==> src/rtl/optreg_pkg.sv <==
`timescale 1ns/1ps
package optreg_pkg;

    // Register contents plus the write-once lock flag
    typedef struct packed {
        logic win_a_ram;   // window A served by RAM
        logic win_b_ram;   // window B served by RAM
        logic irq_level;   // 1: edge and level qualified interrupt
        logic locked;      // mode bit frozen after first write
    } opt_state_t;

    localparam opt_state_t OPT_RESET = '{
        win_a_ram: 1'b0,
        win_b_ram: 1'b0,
        irq_level: 1'b1,
        locked:    1'b0
    };

endpackage

==> src/rtl/optreg_store.sv <==
`timescale 1ns/1ps
module optreg_store
    import optreg_pkg::*;
#(
    parameter int DATA_W = 8,
    parameter int BIT_A  = 7,
    parameter int BIT_B  = 6,
    parameter int BIT_M  = 1
) (
    input  logic              clk,
    input  logic              rst_n,
    input  logic              wr_hit,
    input  logic              rd_hit,
    input  logic [DATA_W-1:0] wdata,
    output opt_state_t        state,
    output logic [DATA_W-1:0] rdata
);

    opt_state_t st_d, st_q;

    // only three data bits are stored; the rest of the bus is don't-care
    logic unused_wdata;
    assign unused_wdata = ^wdata;

    always_comb begin
        st_d = st_q;
        if (wr_hit) begin
            st_d.win_a_ram = wdata[BIT_A];
            st_d.win_b_ram = wdata[BIT_B];
            if (!st_q.locked) begin
                st_d.irq_level = wdata[BIT_M];
            end
            st_d.locked = 1'b1;
        end
    end

    always_comb begin
        rdata = '0;
        if (rd_hit) begin
            rdata[BIT_A] = st_q.win_a_ram;
            rdata[BIT_B] = st_q.win_b_ram;
            rdata[BIT_M] = st_q.irq_level;
        end
    end

    always_ff @(posedge clk) begin
        if (!rst_n) begin
            st_q <= OPT_RESET;
        end else begin
            st_q <= st_d;
        end
    end

    assign state = st_q;

endmodule

==> src/rtl/win_decode.sv <==
`timescale 1ns/1ps
module win_decode #(
    parameter int ADDR_W  = 16,
    parameter int NUM_WIN = 2,
    parameter logic [NUM_WIN-1:0][ADDR_W-1:0] WIN_BASE = {16'h0100, 16'h0020},
    parameter logic [NUM_WIN-1:0][ADDR_W-1:0] WIN_LAST = {16'h017F, 16'h004F}
) (
    input  logic [ADDR_W-1:0]  addr,
    input  logic [NUM_WIN-1:0] win_is_ram,
    output logic               ram_sel,
    output logic               rom_sel
);

    logic [NUM_WIN-1:0] hit_d;
    logic [NUM_WIN-1:0] ram_d;
    logic [NUM_WIN-1:0] rom_d;

    for (genvar gi = 0; gi < NUM_WIN; gi++) begin : g_win
        always_comb begin
            hit_d[gi] = (addr >= WIN_BASE[gi]) && (addr <= WIN_LAST[gi]);
            ram_d[gi] = hit_d[gi] &  win_is_ram[gi];
            rom_d[gi] = hit_d[gi] & ~win_is_ram[gi];
        end
    end

    always_comb begin
        ram_sel = |ram_d;
        rom_sel = |rom_d;
    end

endmodule

==> src/rtl/irq_qualifier.sv <==
`timescale 1ns/1ps
module irq_qualifier #(
    parameter int SYNC_STAGES = 2
) (
    input  logic clk,
    input  logic rst_n,
    input  logic pin_n,
    input  logic ack,
    input  logic level_mode,
    output logic req,
    output logic pin_low_sync,
    output logic latch_out
);

    typedef struct packed {
        logic [SYNC_STAGES-1:0] chain;
        logic                   prev;
        logic                   latch;
    } qual_t;

    localparam qual_t QUAL_RESET = '{
        chain: '1,
        prev:  1'b1,
        latch: 1'b0
    };

    qual_t q_d, q_q;
    logic  synced;
    logic  fall_d;

    always_comb begin
        synced     = q_q.chain[SYNC_STAGES-1];
        fall_d     = q_q.prev & ~synced;
        q_d        = q_q;
        q_d.chain  = {q_q.chain[SYNC_STAGES-2:0], pin_n};
        q_d.prev   = synced;
        // a fresh edge wins over a simultaneous acknowledge
        q_d.latch  = fall_d | (q_q.latch & ~ack);
    end

    always_ff @(posedge clk) begin
        if (!rst_n) begin
            q_q <= QUAL_RESET;
        end else begin
            q_q <= q_d;
        end
    end

    always_comb begin
        req          = q_q.latch | (level_mode & ~synced);
        pin_low_sync = ~synced;
        latch_out    = q_q.latch;
    end

endmodule

==> src/rtl/mem_option_ctl.sv <==
`timescale 1ns/1ps
module mem_option_ctl
    import optreg_pkg::*;
#(
    parameter int               ADDR_W      = 16,
    parameter int               DATA_W      = 8,
    parameter logic [ADDR_W-1:0] REG_ADDR   = 16'h3FDF,
    parameter logic [ADDR_W-1:0] WIN_A_BASE = 16'h0020,
    parameter logic [ADDR_W-1:0] WIN_A_LAST = 16'h004F,
    parameter logic [ADDR_W-1:0] WIN_B_BASE = 16'h0100,
    parameter logic [ADDR_W-1:0] WIN_B_LAST = 16'h017F,
    parameter int               BIT_A       = 7,
    parameter int               BIT_B       = 6,
    parameter int               BIT_M       = 1,
    parameter int               SYNC_STAGES = 2
) (
    input  logic              clk,
    input  logic              rst_n,
    input  logic [ADDR_W-1:0] bus_addr,
    input  logic              bus_wr,
    input  logic [DATA_W-1:0] bus_wdata,
    output logic [DATA_W-1:0] bus_rdata,
    output logic              ram_sel,
    output logic              rom_sel,
    input  logic              irq_pin_n,
    input  logic              irq_ack,
    output logic              irq_req
);

    localparam int NUM_WIN = 2;

    opt_state_t         opt_q;
    logic               reg_hit;
    logic               wr_hit;
    logic [NUM_WIN-1:0] win_is_ram;
    logic               opt_win_a;
    logic               opt_win_b;
    logic               opt_lvl;
    logic               opt_locked;
    logic               pin_low_sync;
    logic               req_latch;

    always_comb begin
        reg_hit    = (bus_addr == REG_ADDR);
        wr_hit     = reg_hit & bus_wr;
        win_is_ram = {opt_q.win_b_ram, opt_q.win_a_ram};
        opt_win_a  = opt_q.win_a_ram;
        opt_win_b  = opt_q.win_b_ram;
        opt_lvl    = opt_q.irq_level;
        opt_locked = opt_q.locked;
    end

    optreg_store #(
        .DATA_W (DATA_W),
        .BIT_A  (BIT_A),
        .BIT_B  (BIT_B),
        .BIT_M  (BIT_M)
    ) u_store (
        .clk    (clk),
        .rst_n  (rst_n),
        .wr_hit (wr_hit),
        .rd_hit (reg_hit),
        .wdata  (bus_wdata),
        .state  (opt_q),
        .rdata  (bus_rdata)
    );

    win_decode #(
        .ADDR_W   (ADDR_W),
        .NUM_WIN  (NUM_WIN),
        .WIN_BASE ({WIN_B_BASE, WIN_A_BASE}),
        .WIN_LAST ({WIN_B_LAST, WIN_A_LAST})
    ) u_decode (
        .addr       (bus_addr),
        .win_is_ram (win_is_ram),
        .ram_sel    (ram_sel),
        .rom_sel    (rom_sel)
    );

    irq_qualifier #(
        .SYNC_STAGES (SYNC_STAGES)
    ) u_irq (
        .clk          (clk),
        .rst_n        (rst_n),
        .pin_n        (irq_pin_n),
        .ack          (irq_ack),
        .level_mode   (opt_q.irq_level),
        .req          (irq_req),
        .pin_low_sync (pin_low_sync),
        .latch_out    (req_latch)
    );

endmodule

==> config.mk <==
export PLATFORM = sky130hd
export DESIGN_NAME = mem_option_ctl
export DESIGN_NICKNAME = d
export VERILOG_FILES = /design/src/rtl/optreg_pkg.sv /design/src/rtl/optreg_store.sv /design/src/rtl/win_decode.sv /design/src/rtl/irq_qualifier.sv /design/src/rtl/mem_option_ctl.sv
export SDC_FILE = /design/constraint.sdc
export NUM_CORES = 1
export LEC_CHECK = 0
export BUFFER_PORTS_ARGS = -buffer_cell sky130_fd_sc_hd__buf_2
export CORE_MARGIN = 4
export CORE_UTILIZATION = 36
export DETAILED_ROUTE_END_ITERATION = 10
export GPL_ROUTABILITY_DRIVEN = 0
export HOLD_SLACK_MARGIN = 0.05
export PLACE_DENSITY = 0.76
export SYNTH_ARGS = -nofsm -noshare
export SYNTH_HDL_FRONTEND = slang
export SYNTH_HIERARCHICAL = 1
export SYNTH_SLANG_ARGS = --single-unit
export TNS_END_PERCENT = 1
==> constraint.sdc <==
create_clock -name clk -period 2.08 [get_ports clk]
set_clock_uncertainty 0.1 [all_clocks]
set_input_delay 0.624 -clock clk [delete_from_list [all_inputs] [get_ports clk]]
set_output_delay 0.624 -clock clk [all_outputs]
set_load 0.02 [all_outputs]
# After elaboration in Yosys (flattened, before gate mapping)
# Index checks and enable logic that the tools add are counted.
dict set report classes {
  n_addsub 0
  multipliers 0
  n_div 0
  order_cmp 4
  n_eq_ne 1
  n_shift 0
  mux 2
  n_bitwise 15
  n_reduce_logical 5
}
# cell n
set ops {}
lappend ops {{equality test 16 x 14 -> 1 bit, second input constant} 1}
lappend ops {{>= comparator 16 x 6 -> 1 bit, second input constant} 1}
lappend ops {{>= comparator 16 x 9 -> 1 bit, second input constant} 1}
lappend ops {{<= comparator 16 x 7 -> 1 bit, second input constant} 1}
lappend ops {{<= comparator 16 x 9 -> 1 bit, second input constant} 1}
lappend ops {{bitwise AND 1 bit} 8}
lappend ops {{NOT 1 bit} 5}
lappend ops {{OR reduction 2 bit} 2}
lappend ops {{logical AND 1 bit} 2}
lappend ops {{two-way mux 2 bit} 1}
lappend ops {{OR 1 bit} 2}
lappend ops {{AND reduction 2 bit} 1}
lappend ops {{two-way mux 1 bit} 1}
dict set report totals {
  reg_bits 8
  latchBits 0
  ramBits 0
  rom_bits 0
  in_bits 29
  output_inout_bits 11
  n_memories 0
}

# Logic depth before layout (Yosys ltp)
dict set report logic_depth {
  word_depth 4
  mapped_depth 5
}

# Cells and area by module
# The synthesis kept the hierarchy.
# mod n_inst cells_each area_each_um2
set modules_own_cells {}
lappend modules_own_cells {optreg_store 1 22 205.2}
lappend modules_own_cells {irq_qualifier 1 12 140.1}
lappend modules_own_cells {win_decode 1 9 75.1}
lappend modules_own_cells {mem_option_ctl 1 6 51.3}

# Worst setup path after synthesis
# Ideal clock, no wire load.
dict set report synth_path {
  path_kind {input port to output port}
  startpoint {in bus_addr[5]}
  endpoint {out bus_rdata[1]}
  t_arrival_ns 1.382
  required_time_ns 1.356
  path_slack_ns -0.026
  cell_stages 3
  n_path_buf 0
  path_cell_list {nand4b_1 > nor4_2 > and2_1}
}
dict set report synth_via {
  elab_chain_len 2
}
# item line_no
set synth_lines {}
lappend synth_lines {{from (decl)} mem_option_ctl.sv:19} ;# input logic [ADDR_W-1:0] bus_addr,
lappend synth_lines {{equality test 16 x 14 -> 1 bit} mem_option_ctl.sv:44} ;# reg_hit = (bus_addr == REG_ADDR);
lappend synth_lines {{via reg_hit} mem_option_ctl.sv:33} ;# logic reg_hit;
lappend synth_lines {{two-way mux 1 bit} optreg_store.sv:39} ;# if (rd_hit) begin
lappend synth_lines {{to (decl)} mem_option_ctl.sv:22} ;# output logic [DATA_W-1:0] bus_rdata,
# The timed path passes the listed nets, and every way through them passes these cells.

# Worst setup path in the final report
dict set report layout_path {
  startpoint {in bus_addr[5]}
  endpoint {out bus_rdata[6]}
}
dict set report layout_via {
  elab_chain_len 2
}
# item line_no
set layout_lines {}
lappend layout_lines {{equality test 16 x 14 -> 1 bit} mem_option_ctl.sv:44}
lappend layout_lines {{via reg_hit} mem_option_ctl.sv:33}
lappend layout_lines {{two-way mux 2 bit} optreg_store.sv:39}
# The timed path passes the listed nets, and every way through them passes these cells.

==> flow_summary.rst <==
.. list-table::
   :header-rows: 1

   * - Metric
     - Value
   * - Number of global-route vias before repair
     - 410
   * - Highest ir drop seen on vdd
     - 0.443 mV
   * - Starting utilization of the core area
     - 40.3%
   * - Number of placement rows
     - 12
   * - Cell family contributing the most delay on the critical path
     - simple AND/OR/NAND/NOR gates
   * - Worst slack after detailed placement
     - -278 ps
   * - Overall via count from detail_route
     - about 460
   * - Arr. time, crit path
     - ~1600 ps
   * - Final setup violation count
     - 5
   * - Tmin final
     - roughly 2400 ps
   * - Length of routed met2 wiring
     - roughly 770 um
   * - Layout Cell Area excl Fill
     - approximately 770 um2
   * - Post-CTS clock slew at the launch and capture registers of the worst setup and hold paths
     - ~50 ps
   * - Total routing resource utilization after global routing
     - 12.0%
   * - Source-to-sink clock delay at the later pin of the worst-skew pair
     - roughly 240 ps
   * - Mean instance size in the synthesized netlist
     - about 9.6 um2
   * - Area fraction of the dominant cell type after synthesis
     - roughly 34%
   * - Min setup slack post-route
     - -279 ps
   * - Delay of the slowest cell on the worst path
     - 380 ps
   * - Per-cell via count in the routed design
     - 4.72
   * - Die Area
     - 1950 um2
   * - Initial antenna violation count
     - 0
   * - Core area
     - 1170 um2
   * - Series of cell instances along the critical path
     - buf_6 -> nand4b_1 -> nor4_4 -> and2_4 -> buf_6
   * - First-pass GRT wire length
     - 1.70 mm
   * - Final-report max-slew violation count
     - 0
   * - Clock tree buffer depth
     - 2
   * - Cell depth of the worst hold path
     - 1
   * - Number of buffers created by CTS
     - 3
   * - Sinks on the clock net
     - 8
   * - Final-layout worst hold slack
     - just over 300 ps
   * - Die X
     - approximately 44 um
   * - Most prevalent standard cell on the critical path
     - sky130_fd_sc_hd__buf_6
   * - Endpoint kind of the worst setup timing path
     - output pin
   * - Fraction of final layout cells sized beyond drive strength 1
     - approximately three fifths
   * - Share of the cycle needed by the critical path after routing
     - 113%
   * - Part of the Yosys area used for sequential elements
     - approximately a third
   * - CP Buf/Inv Count
     - 2
   * - Largest net degree at the start of global routing
     - 9
   * - Number of non-filler instances in the completed layout
     - roughly 100
   * - Startpoint class of the critical path
     - primary input
   * - Number of cells after detailed placement
     - 93
   * - Setup repair after global routing missed its margin
     - true
   * - Final Hold Violating Endpoints
     - 0
   * - Area grow syn2layout
     - 62.3%
   * - Worst setup path category
     - primary input to output pin
   * - Outcome
     - finished, violations left
   * - Highest metal used
     - met3
   * - Clock tree from TritonCTS
     - yes
   * - Area contributors post-synth
     - sky130_fd_sc_hd__dfxtp_1, sky130_fd_sc_hd__buf_4, sky130_fd_sc_hd__nor4_2
   * - # H-tree levels
     - 1
   * - Maximum fanout count along the critical path
     - 4
   * - Die boundary height
     - about 44 um
   * - Boundary Pins
     - 40
   * - Power density of the placed cells
     - between 400 and 500 nW/um2
   * - Static leakage
     - around 0.00036 uW
   * - Largest area contributor in the synthesized netlist
     - sky130_fd_sc_hd__dfxtp_1
   * - Post-place instance area
     - 641 um2
   * - Number of synthesized register bits
     - 8
   * - Final net count
     - about 120
   * - Met1 wire length
     - between 400 and 500 um
   * - Number of cells produced by synthesis
     - 49
   * - Detail Placement HPWL
     - around 970 um
   * - First-pass iteration count of the detailed router
     - 2
   * - PortBufs
     - 29
   * - Antenna-violating nets left
     - 0
   * - Total standard cell area after synthesis
     - about 470 um2
   * - GRT overflow
     - 0
   * - Cell at the slowest stage of the critical path
     - sky130_fd_sc_hd__nor4_4
   * - DR WL met3
     - 72 um
   * - Worst min-delay path class
     - flip-flop to flip-flop
   * - Commonest cells after routing, fill and taps aside
     - sky130_fd_sc_hd__buf_2, sky130_fd_sc_hd__dfxtp_1, sky130_fd_sc_hd__buf_6, sky130_fd_sc_hd__conb_1
   * - Antenna diode instance count
     - 0
   * - Most common library cell in the layout ignoring fill and taps
     - sky130_fd_sc_hd__buf_2
   * - Warnings, synthesis
     - 6
   * - Logic depth of the worst path, buffers included
     - 5
   * - Violations in the final reports
     - negative setup slack
   * - Number of DRC violations after detailed routing
     - 0
   * - Number of unique standard cell types used by synthesis
     - 24
   * - Starting DRT DRC Count
     - 2
   * - Max-capacitance violation count
     - 0
   * - Root cell of the clock tree
     - sky130_fd_sc_hd__clkbuf_4
   * - Setup TNS
     - -1180 ps
   * - Avg WL per Cell
     - between 10 and 15 um
   * - R2R cell count
     - 2
   * - Final wirelength
     - 1.29 mm
   * - Worst endpoint required time
     - around 1400 ps
   * - Maximum operating frequency
     - around 420 MHz
[registers in the layout (all words and copies together) (netlist names)]
name / flops
u_irq/q_d: 2
u_irq/q_q: 1
u_store/state: 4
u_irq/latch_out: 1
[metal layers]
| metal | up-vias | global-route usage (%) |
|---|---|---|
| met2 | 15 | 21.5 |
| met3 | 0 | 7.32 |
| li1 | 236 | - |
| met1 | 212 | 12.7 |
| met5 | - | 0 |
| met4 | 0 | 0 |
[what timing repair did]
| action | CTS | global route |
|---|---|---|
| hold buffers | 0 | 0 |
| setup buffers | 1 | 1 |
| cloned | 0 | 0 |
| setup endpoints to repair | 5 | 5 |
| pin swaps | 5 | 4 |
| resized for setup | 8 | 11 |
[cells in the mapped netlist, drive strengths merged]
cell type,instances
nand2b,4
nand2,1
o211ai,1
inv,2
a21o,1
mux2i,2
nand3b,1
nand4,2
nor4,3
nor2b,5
nand4b,1
dfxtp,8
nand4bb,1
o21a,1
nor3b,1
conb,1
nor2,1
o311ai,1
a211oi,1
a21boi,1
buf,5
a21oi,1
and2,4
[cells by family (layout without fill, tap and decap cells)]
logic type / count (synthesis) / in the layout / synth area share [%]
simple gates: 24 / 24 / 38.5
flops: 8 / 8 / 34.0
compound gates: 7 / 7 / 13.0
buf+inv: 7 / 38 / 9.55
mux: 2 / 2 / 4.24
other cells: 1 / 5 / 0.795
[cell type report]
class                   count  area, um2
multi-input cells          38        330
inverters                   2       7.51
clock buffers               3       22.5
fillers                   103        405
well taps                  14       17.5
repair buffers             33        228
flip-flops and latches      8        160
[stage by stage]
| stage | util (%) | power [uW] |
|---|---|---|
| after floorplan | - | 190 |
| after global placement | 54.7 | 217 |
| after detailed placement | 54.7 | 218 |
| after CTS | 59.6 | 339 |
| after global routing | 65.4 | 366 |
| final | 65.4 | 343 |
[worst reg2reg max path: stages (launching register included)]
cell	delay, ps
sky130_fd_sc_hd__dfxtp_1	340
sky130_fd_sc_hd__nand3b_1	130
sky130_fd_sc_hd__o211ai_1	90
[report_power, final]
part / leakage [uW] / switching [uW] / total [uW] / internal, uW
sequential: 0.0000652 / 1.29 / 158 / 157
clock: 0.0000138 / 48.4 / 114 / 65.7
combinational: 0.000281 / 34.3 / 71.2 / 36.9
total: 0.000360 / 84.0 / 343 / 259
[final timing paths]
check	from	end	slack [ps]
setup / recovery	bus_addr[5]	bus_rdata[6]	-280
hold / removal	u_irq/q_d[3]$_SDFF_PN1_	u_irq/q_d[1]$_SDFF_PN1_	310
setup reg to reg	u_store/state[0]$_SDFFE_PN0P_	u_store/state[1]$_SDFFE_PN1P_	1310
hold reg to reg	u_irq/q_d[3]$_SDFF_PN1_	u_irq/q_d[1]$_SDFF_PN1_	310
(Power assumes the default switching activity.)
